## src/rtl/blf_pkg.sv

```systemverilog
package blf_pkg;

    localparam int BLF_DEF_LANES = 4;
    localparam int BLF_DEF_DBITS = 8;

    // Polarity helper: given the XOR reduction of some bits, return the bit
    // that makes the total odd (even_sel=0) or even (even_sel=1).
    function automatic logic blf_par_bit(input logic red, input logic even_sel);
        return red ^ ~even_sel;
    endfunction

endpackage

```

## src/rtl/blf_lane_gen.sv

```systemverilog
module blf_lane_gen
    import blf_pkg::*;
#(
    parameter int DBITS = BLF_DEF_DBITS,
    localparam int LW = DBITS + 1
) (
    input  logic [LW-1:0] lane_i,
    input  logic          gen_en_i,
    input  logic          even_i,
    output logic [LW-1:0] lane_o
);

    logic par;

    always_comb begin
        par = blf_par_bit(^lane_i[DBITS-1:0], even_i);
        if (gen_en_i) begin
            lane_o = {par, lane_i[DBITS-1:0]};
        end else begin
            lane_o = lane_i;
        end
    end

endmodule

```

## src/rtl/blf_lane_chk.sv

```systemverilog
module blf_lane_chk
    import blf_pkg::*;
#(
    parameter int DBITS = BLF_DEF_DBITS,
    localparam int LW = DBITS + 1
) (
    input  logic [LW-1:0] lane_i,
    input  logic          even_i,
    output logic          fail_o
);

    // A lane is good when its full ones count matches the polarity;
    // blf_par_bit of the whole lane is then 0.
    always_comb begin
        fail_o = blf_par_bit(^lane_i, even_i);
    end

endmodule

```

## src/rtl/blf_lane_order.sv

```systemverilog
module blf_lane_order #(
    parameter int NLANES = 4,
    parameter int LW     = 9,
    localparam int WW    = NLANES * LW
) (
    input  logic [WW-1:0] word_i,
    input  logic          rev_i,
    output logic [WW-1:0] word_o
);

    for (genvar i = 0; i < NLANES; i++) begin : g_lane
        assign word_o[i*LW +: LW] = rev_i ? word_i[(NLANES-1-i)*LW +: LW]
                                          : word_i[i*LW +: LW];
    end

endmodule

```

## src/rtl/blf_fmt.sv

```systemverilog
module blf_fmt
    import blf_pkg::*;
#(
    parameter int NLANES = BLF_DEF_LANES,
    parameter int DBITS  = BLF_DEF_DBITS
) (
    input  logic                           clk,
    input  logic                           rst_n,
    input  logic                           cfg_even,
    input  logic                           cfg_gen_en,
    input  logic                           cfg_rev_en,
    input  logic                           ing_in_vld,
    input  logic [NLANES*(DBITS+1)-1:0]    ing_in_word,
    output logic                           ing_vld,
    output logic [NLANES*(DBITS+1)-1:0]    ing_word,
    input  logic                           eg_in_vld,
    input  logic [NLANES*(DBITS+1)-1:0]    eg_in_word,
    output logic                           eg_vld,
    output logic [NLANES*(DBITS+1)-1:0]    eg_word,
    output logic [NLANES-1:0]              eg_lane_err,
    output logic                           eg_perr
);

    localparam int LW = DBITS + 1;
    localparam int WW = NLANES * LW;

    typedef struct packed {
        logic              ing_vld;
        logic [WW-1:0]     ing_word;
        logic              eg_vld;
        logic [WW-1:0]     eg_word;
        logic [NLANES-1:0] eg_err;
        logic              eg_perr;
    } state_t;

    state_t st_d, st_q;

    logic [WW-1:0]     gen_word;
    logic [NLANES-1:0] raw_err;
    logic [WW-1:0]     ord_word;
    logic [NLANES-1:0] ord_err;

    // Ingress parity generation and egress checking, one instance per lane.
    for (genvar l = 0; l < NLANES; l++) begin : g_lane
        blf_lane_gen #(.DBITS(DBITS)) u_gen (
            .lane_i   (ing_in_word[l*LW +: LW]),
            .gen_en_i (cfg_gen_en),
            .even_i   (cfg_even),
            .lane_o   (gen_word[l*LW +: LW])
        );

        blf_lane_chk #(.DBITS(DBITS)) u_chk (
            .lane_i (eg_in_word[l*LW +: LW]),
            .even_i (cfg_even),
            .fail_o (raw_err[l])
        );
    end

    // Word and error vector are reordered by the same lane map.
    blf_lane_order #(.NLANES(NLANES), .LW(LW)) u_ord_word (
        .word_i (eg_in_word),
        .rev_i  (cfg_rev_en),
        .word_o (ord_word)
    );

    blf_lane_order #(.NLANES(NLANES), .LW(1)) u_ord_err (
        .word_i (raw_err),
        .rev_i  (cfg_rev_en),
        .word_o (ord_err)
    );

    always_comb begin
        st_d         = st_q;
        st_d.ing_vld = ing_in_vld;
        st_d.eg_vld  = eg_in_vld;
        if (ing_in_vld) begin
            st_d.ing_word = gen_word;
        end
        if (eg_in_vld) begin
            st_d.eg_word = ord_word;
            st_d.eg_err  = ord_err;
            st_d.eg_perr = |raw_err;
        end
    end

    always_ff @(posedge clk) begin
        if (!rst_n) begin
            st_q <= '0;
        end else begin
            st_q <= st_d;
        end
    end

    assign ing_vld     = st_q.ing_vld;
    assign ing_word    = st_q.ing_word;
    assign eg_vld      = st_q.eg_vld;
    assign eg_word     = st_q.eg_word;
    assign eg_lane_err = st_q.eg_err;
    assign eg_perr     = st_q.eg_perr;

    // ---------------- assertions ----------------

    // ingress valid follows its input by one cycle
    a_r4_ing_latency: assert property (@(posedge clk) disable iff (!rst_n)
        $past(rst_n) |-> (ing_vld == $past(ing_in_vld)));

    // ingress word holds when nothing was accepted
    a_r4_ing_hold: assert property (@(posedge clk) disable iff (!rst_n)
        ($past(rst_n) && !$past(ing_in_vld)) |-> $stable(ing_word));

    // egress valid follows its input by one cycle
    a_r9_eg_latency: assert property (@(posedge clk) disable iff (!rst_n)
        $past(rst_n) |-> (eg_vld == $past(eg_in_vld)));

    // egress outputs hold when nothing was accepted
    a_r9_eg_hold: assert property (@(posedge clk) disable iff (!rst_n)
        ($past(rst_n) && !$past(eg_in_vld)) |->
            ($stable(eg_word) && $stable(eg_lane_err) && $stable(eg_perr)));

    // combined flag agrees with the lane vector
    a_r6_perr_any: assert property (@(posedge clk) disable iff (!rst_n)
        (eg_perr == (eg_lane_err != '0)));

    // reordering moves lanes but never alters bits
    a_r7_ones_kept: assert property (@(posedge clk) disable iff (!rst_n)
        ($past(rst_n) && $past(eg_in_vld)) |->
            ($countones(eg_word) == $countones($past(eg_in_word))));

    for (genvar l = 0; l < NLANES; l++) begin : g_chk
        // every generated lane meets the polarity that was selected
        a_r2_gen_parity: assert property (@(posedge clk) disable iff (!rst_n)
            ($past(rst_n) && $past(ing_in_vld) && $past(cfg_gen_en)) |->
                ((^ing_word[l*LW +: LW]) == ~$past(cfg_even)));

        // data bits of a lane are never changed by generation
        a_r2_gen_data: assert property (@(posedge clk) disable iff (!rst_n)
            ($past(rst_n) && $past(ing_in_vld)) |->
                (ing_word[l*LW +: DBITS] == $past(ing_in_word[l*LW +: DBITS])));
    end

endmodule

```

## config.mk

```make
export PLATFORM = sky130hd
export DESIGN_NAME = blf_fmt
export DESIGN_NICKNAME = d
export VERILOG_FILES = /design/src/rtl/blf_pkg.sv /design/src/rtl/blf_lane_gen.sv /design/src/rtl/blf_lane_chk.sv /design/src/rtl/blf_lane_order.sv /design/src/rtl/blf_fmt.sv
export SDC_FILE = /design/constraint.sdc
export NUM_CORES = 1
export LEC_CHECK = 0
export CAP_MARGIN = 20
export CORE_UTILIZATION = 25
export DETAILED_ROUTE_END_ITERATION = 8
export GPL_TIMING_DRIVEN = 0
export PLACE_DENSITY = 0.6
export SYNTH_ARGS = -nofsm -noshare
export SYNTH_HDL_FRONTEND = slang
export SYNTH_HIERARCHICAL = 1
export SYNTH_SLANG_ARGS = --single-unit
```

## constraint.sdc

```tcl
create_clock -name clk -period 1.3 [get_ports clk]
set_input_delay 0.195 -clock clk [delete_from_list [all_inputs] [get_ports clk]]
set_output_delay 0.195 -clock clk [all_outputs]
set_load 0.02 [all_outputs]
```

==> results.txt <==
----------------------------------------------------
[Status]
  Outcome ... complete, but fails checks
  Violations in the final reports ... DRC, setup timing

[Timing]
  Worst-case headroom to the max-slew limit ... 64.3%
  Final-report setup violation count ... 5
  Slew at the pin with the worst max-slew slack ... 0.536 ns
  Clock Skew ... 0 ns
  Fmax ... 740 MHz
  Share of the clock period used by the worst path after layout ... 104%
  Final Max Slew Viols ... 0
  Setup slack of the critical path after layout ... -0.0512 ns
  Final critical-path required period ... 1.35 ns
  Unrepaired setup endpoints after global routing ... true
  Number of failing hold endpoints at the final stage ... 0

[Cells and area]
  Most frequent cells in the layout ... sky130_fd_sc_hd__dlygate4sd2_1, sky130_fd_sc_hd__dfxtp_1, sky130_fd_sc_hd__mux2i_1, sky130_fd_sc_hd__nor2b_1, sky130_fd_sc_hd__buf_4
  Synthesis-to-finish area growth ... 48.8%
  Area occupied by registers ... 1580 sq um
  Layout Nets ... 645
  Ant diodes ... 0
  Layout Cell Area excl Fill ... 6900 sq um
  Number of filler instances in the final layout ... 1786
  Share of cells above drive strength 1 ... 30.6%
  Leading cell type in the layout, fill and taps excluded ... sky130_fd_sc_hd__dlygate4sd2_1
  Area used by multi-input combinational logic ... 2820 sq um

[Clock network]
  Clock transition at the register clock pins on the worst setup and hold paths after CTS ... 0.06 ns
  Clock network latency to the later pin of the worst-skew pair ... 0.33 ns
  Clock tree from TritonCTS ... built
  Number of H-tree levels ... 3
  Clock tree root buffer cell ... sky130_fd_sc_hd__clkbuf_16
  Total CTS buffers ... 9
  Clock net sink count ... 79
  Maximum buffer depth of the clock tree ... 2
  Number of buffers inserted for hold repair after clock tree synthesis ... 0

[Setup path]
  Crit Path Max Fanout ... 3
  Cell count of the worst reg-to-reg path ... 2
  Slowest stage cell, crit path ... sky130_fd_sc_hd__xnor3_1
  Ordered cell list for the critical path ... buf_8 > xor2_2 > xnor3_1 > xnor2_2 > buf_4 > nor4_4 > a21oi_1
  Type of the worst setup path ... in -> reg
  Data required time of the worst path ... 1.53 ns
  Category of the worst setup path capture point ... flip-flop
  Data arrival time at the worst-slack endpoint ... 1.58 ns
  CP startpoint kind ... input port
  Maximum cell stage delay along the critical path ... 0.45 ns

[Placement]
  Instance area after placement ... 6460 sq um
  Number of I/O port buffers ... 154
  Final HPWL from detailed placement ... 8890 um
  Minimum setup slack after placement ... -1.21 ns
  Routability congestion estimate ... 0.741

[Global routing]
  Global routing usage summed across all routing layers ... 13.2%
  First-pass GRT wire length ... 19400 um
  Pin count of the biggest net entering global routing ... 14
  Vias in the first global route ... 3499
  Overflow after GRT ... 0
  Number of antenna violations at the first check in global routing ... 0

[Route]
  First-pass DRT Iterations ... 6
  Number of DRC violations after detailed-routing iteration 0 ... 59
  Number of DRC violations after detailed routing ... 22
  Vias per Instance ... 4.06
  Routed wire per std cell ... 15.0 um
  Final Routed Wirelength ... 12000 um
  DRT antenna net count ... 0
  Via count of the routed design ... 3244

[Die]
  Horiz. Die Dim ... 138 um
  Effective utilization at floorplan ... 25.6%
  Core ar. ... 18100 sq um
  Top-level I/O count ... 158
  Cell row count ... 49
  Chip Height ... 138 um
  Die Area ... 19100 sq um

[Synthesis]
  Synthesized Nets ... 476
  Synthesis Warnings ... 6
  Post-synthesis average cell area ... 11.7 sq um
  Number of instances in the synthesized netlist ... 397
  Library cells used by synthesis ... 19
  Number of storage elements in the synthesis netlist ... 79
  Post-synthesis sequential area ratio ... 34.1%
  Netlist area before placement ... 4640 sq um

[Power]
  Cell area power density ... 1110 nW/um^2
  Worst ir drop on vdd ... 0.610 mV
  Leakage component of the power ... 3.45 nW

[Run]
  Number of maximum-capacitance constraint violations ... 0

[Worst hold path]
  Instance count along the most critical hold path ... 2
  Min-delay worst type ... in -> reg

----------------------------------------------------
-- worst max-delay path, delay by kind of cell --
family | cells | cell delay (ns)
buffers and inverters | 2 | 0.25
AOI/OAI and AO/OA | 1 | 0.09
xor gates and xnor gates | 3 | 0.77
and+or+nand+nor | 1 | 0.26
-- layer usage --
| layer | vias to the layer above | GRT usage (%) | share of wire, % | routed length (um) |
|---|---|---|---|---|
| met5 | - | 0 | 0 | 0 |
| met2 | 105 | 22.0 | 47 | 5620 |
| met1 | 1501 | 16.2 | 45 | 5420 |
| met3 | 14 | 3.81 | 6.5 | 778 |
| met4 | 0 | 4.79 | 1.5 | 174 |
| li1 | 1624 | - | - | - |
-- through the flow --
step | hold slack [ns] | TNS, ns | utilization, % | std cells | total power [mW]
floorplan | 0.429 | -0.517 | - | 397 | 4.15
global placement | 0.472 | -25.81 | 35.7 | 780 | 5.02
detailed placement | 0.480 | -27.50 | 35.7 | 780 | 5.05
CTS | 0.118 | -0.189 | 37.9 | 800 | 7.82
global route | 0.128 | -0.628 | 38.1 | 800 | 8.11
finish | 0.138 | -0.187 | 38.1 | 800 | 7.69
-- cell usage after synthesis, drive strengths merged --
cell type	number	area share, %
mux2	40	12
xnor2	44	9.6
nor2b	76	10
mux2i	76	16
buf	47	10
o21ai	1	0.11
nor2	4	0.32
xor2	8	1.5
clkbuf	6	0.49
a21oi	5	0.54
nor4	1	0.14
and2	2	0.27
xnor3	8	3.9
dfxtp	79	34
-- flip-flops by register name, indices dropped and copies added (netlist names) --
name,cells
eg_vld,1
ing_vld,1
eg_perr,1
eg_word,36
ing_word,36
eg_lane_err,4
-- area by class of cell --
cell class | count | area share, %
multi-input combinational | 265 | 40.9
sequential | 79 | 22.9
timing repair buffer | 158 | 20.5
buffer | 53 | 7.18
tap | 229 | 4.15
clock buffer | 10 | 3.46
clock inverter | 6 | 0.871
-- cells by family (layout without fill, tap and decap cells) --
kind of cell              after synthesis  count (layout)  share of synthesized area (%)
buffers and inverters                  53             227                           10.7
AOI/OAI and AO/OA                       6               6                          0.648
DFF                                    79              79                           34.1
and+or+nand+nor                        83              83                           11.0
xor gates and xnor gates               60              60                           15.0
muxes                                 116             116                           28.6
-- what timing repair did --
action / 4_1_cts / 5_1_grt
gates cloned: 0 / 0
resized for setup: 225 / 61
pin swaps: 42 / 35
buffers inserted: 4 / 0
endpoints found under the setup margin: 122 / 19
-- worst paths after layout --
kind / start / endpoint / slack [ns]
max: eg_in_word[7] / eg_perr / -0.05
min: rst_n / eg_word[35] / 0.14
min reg2reg: ing_word[8] / ing_word[8] / 0.51
max reg2reg: ing_word[27] / ing_word[27] / 0.65
-- report_power, final --
group	switching (mW)	internal (mW)	total (mW)	leakage [nW]
combinational	1.07	1.34	2.41	2.65
clock	1.05	1.53	2.58	0.144
sequential	0.0918	2.61	2.70	0.653
Note: power is estimated with default switching activity, not from simulation.
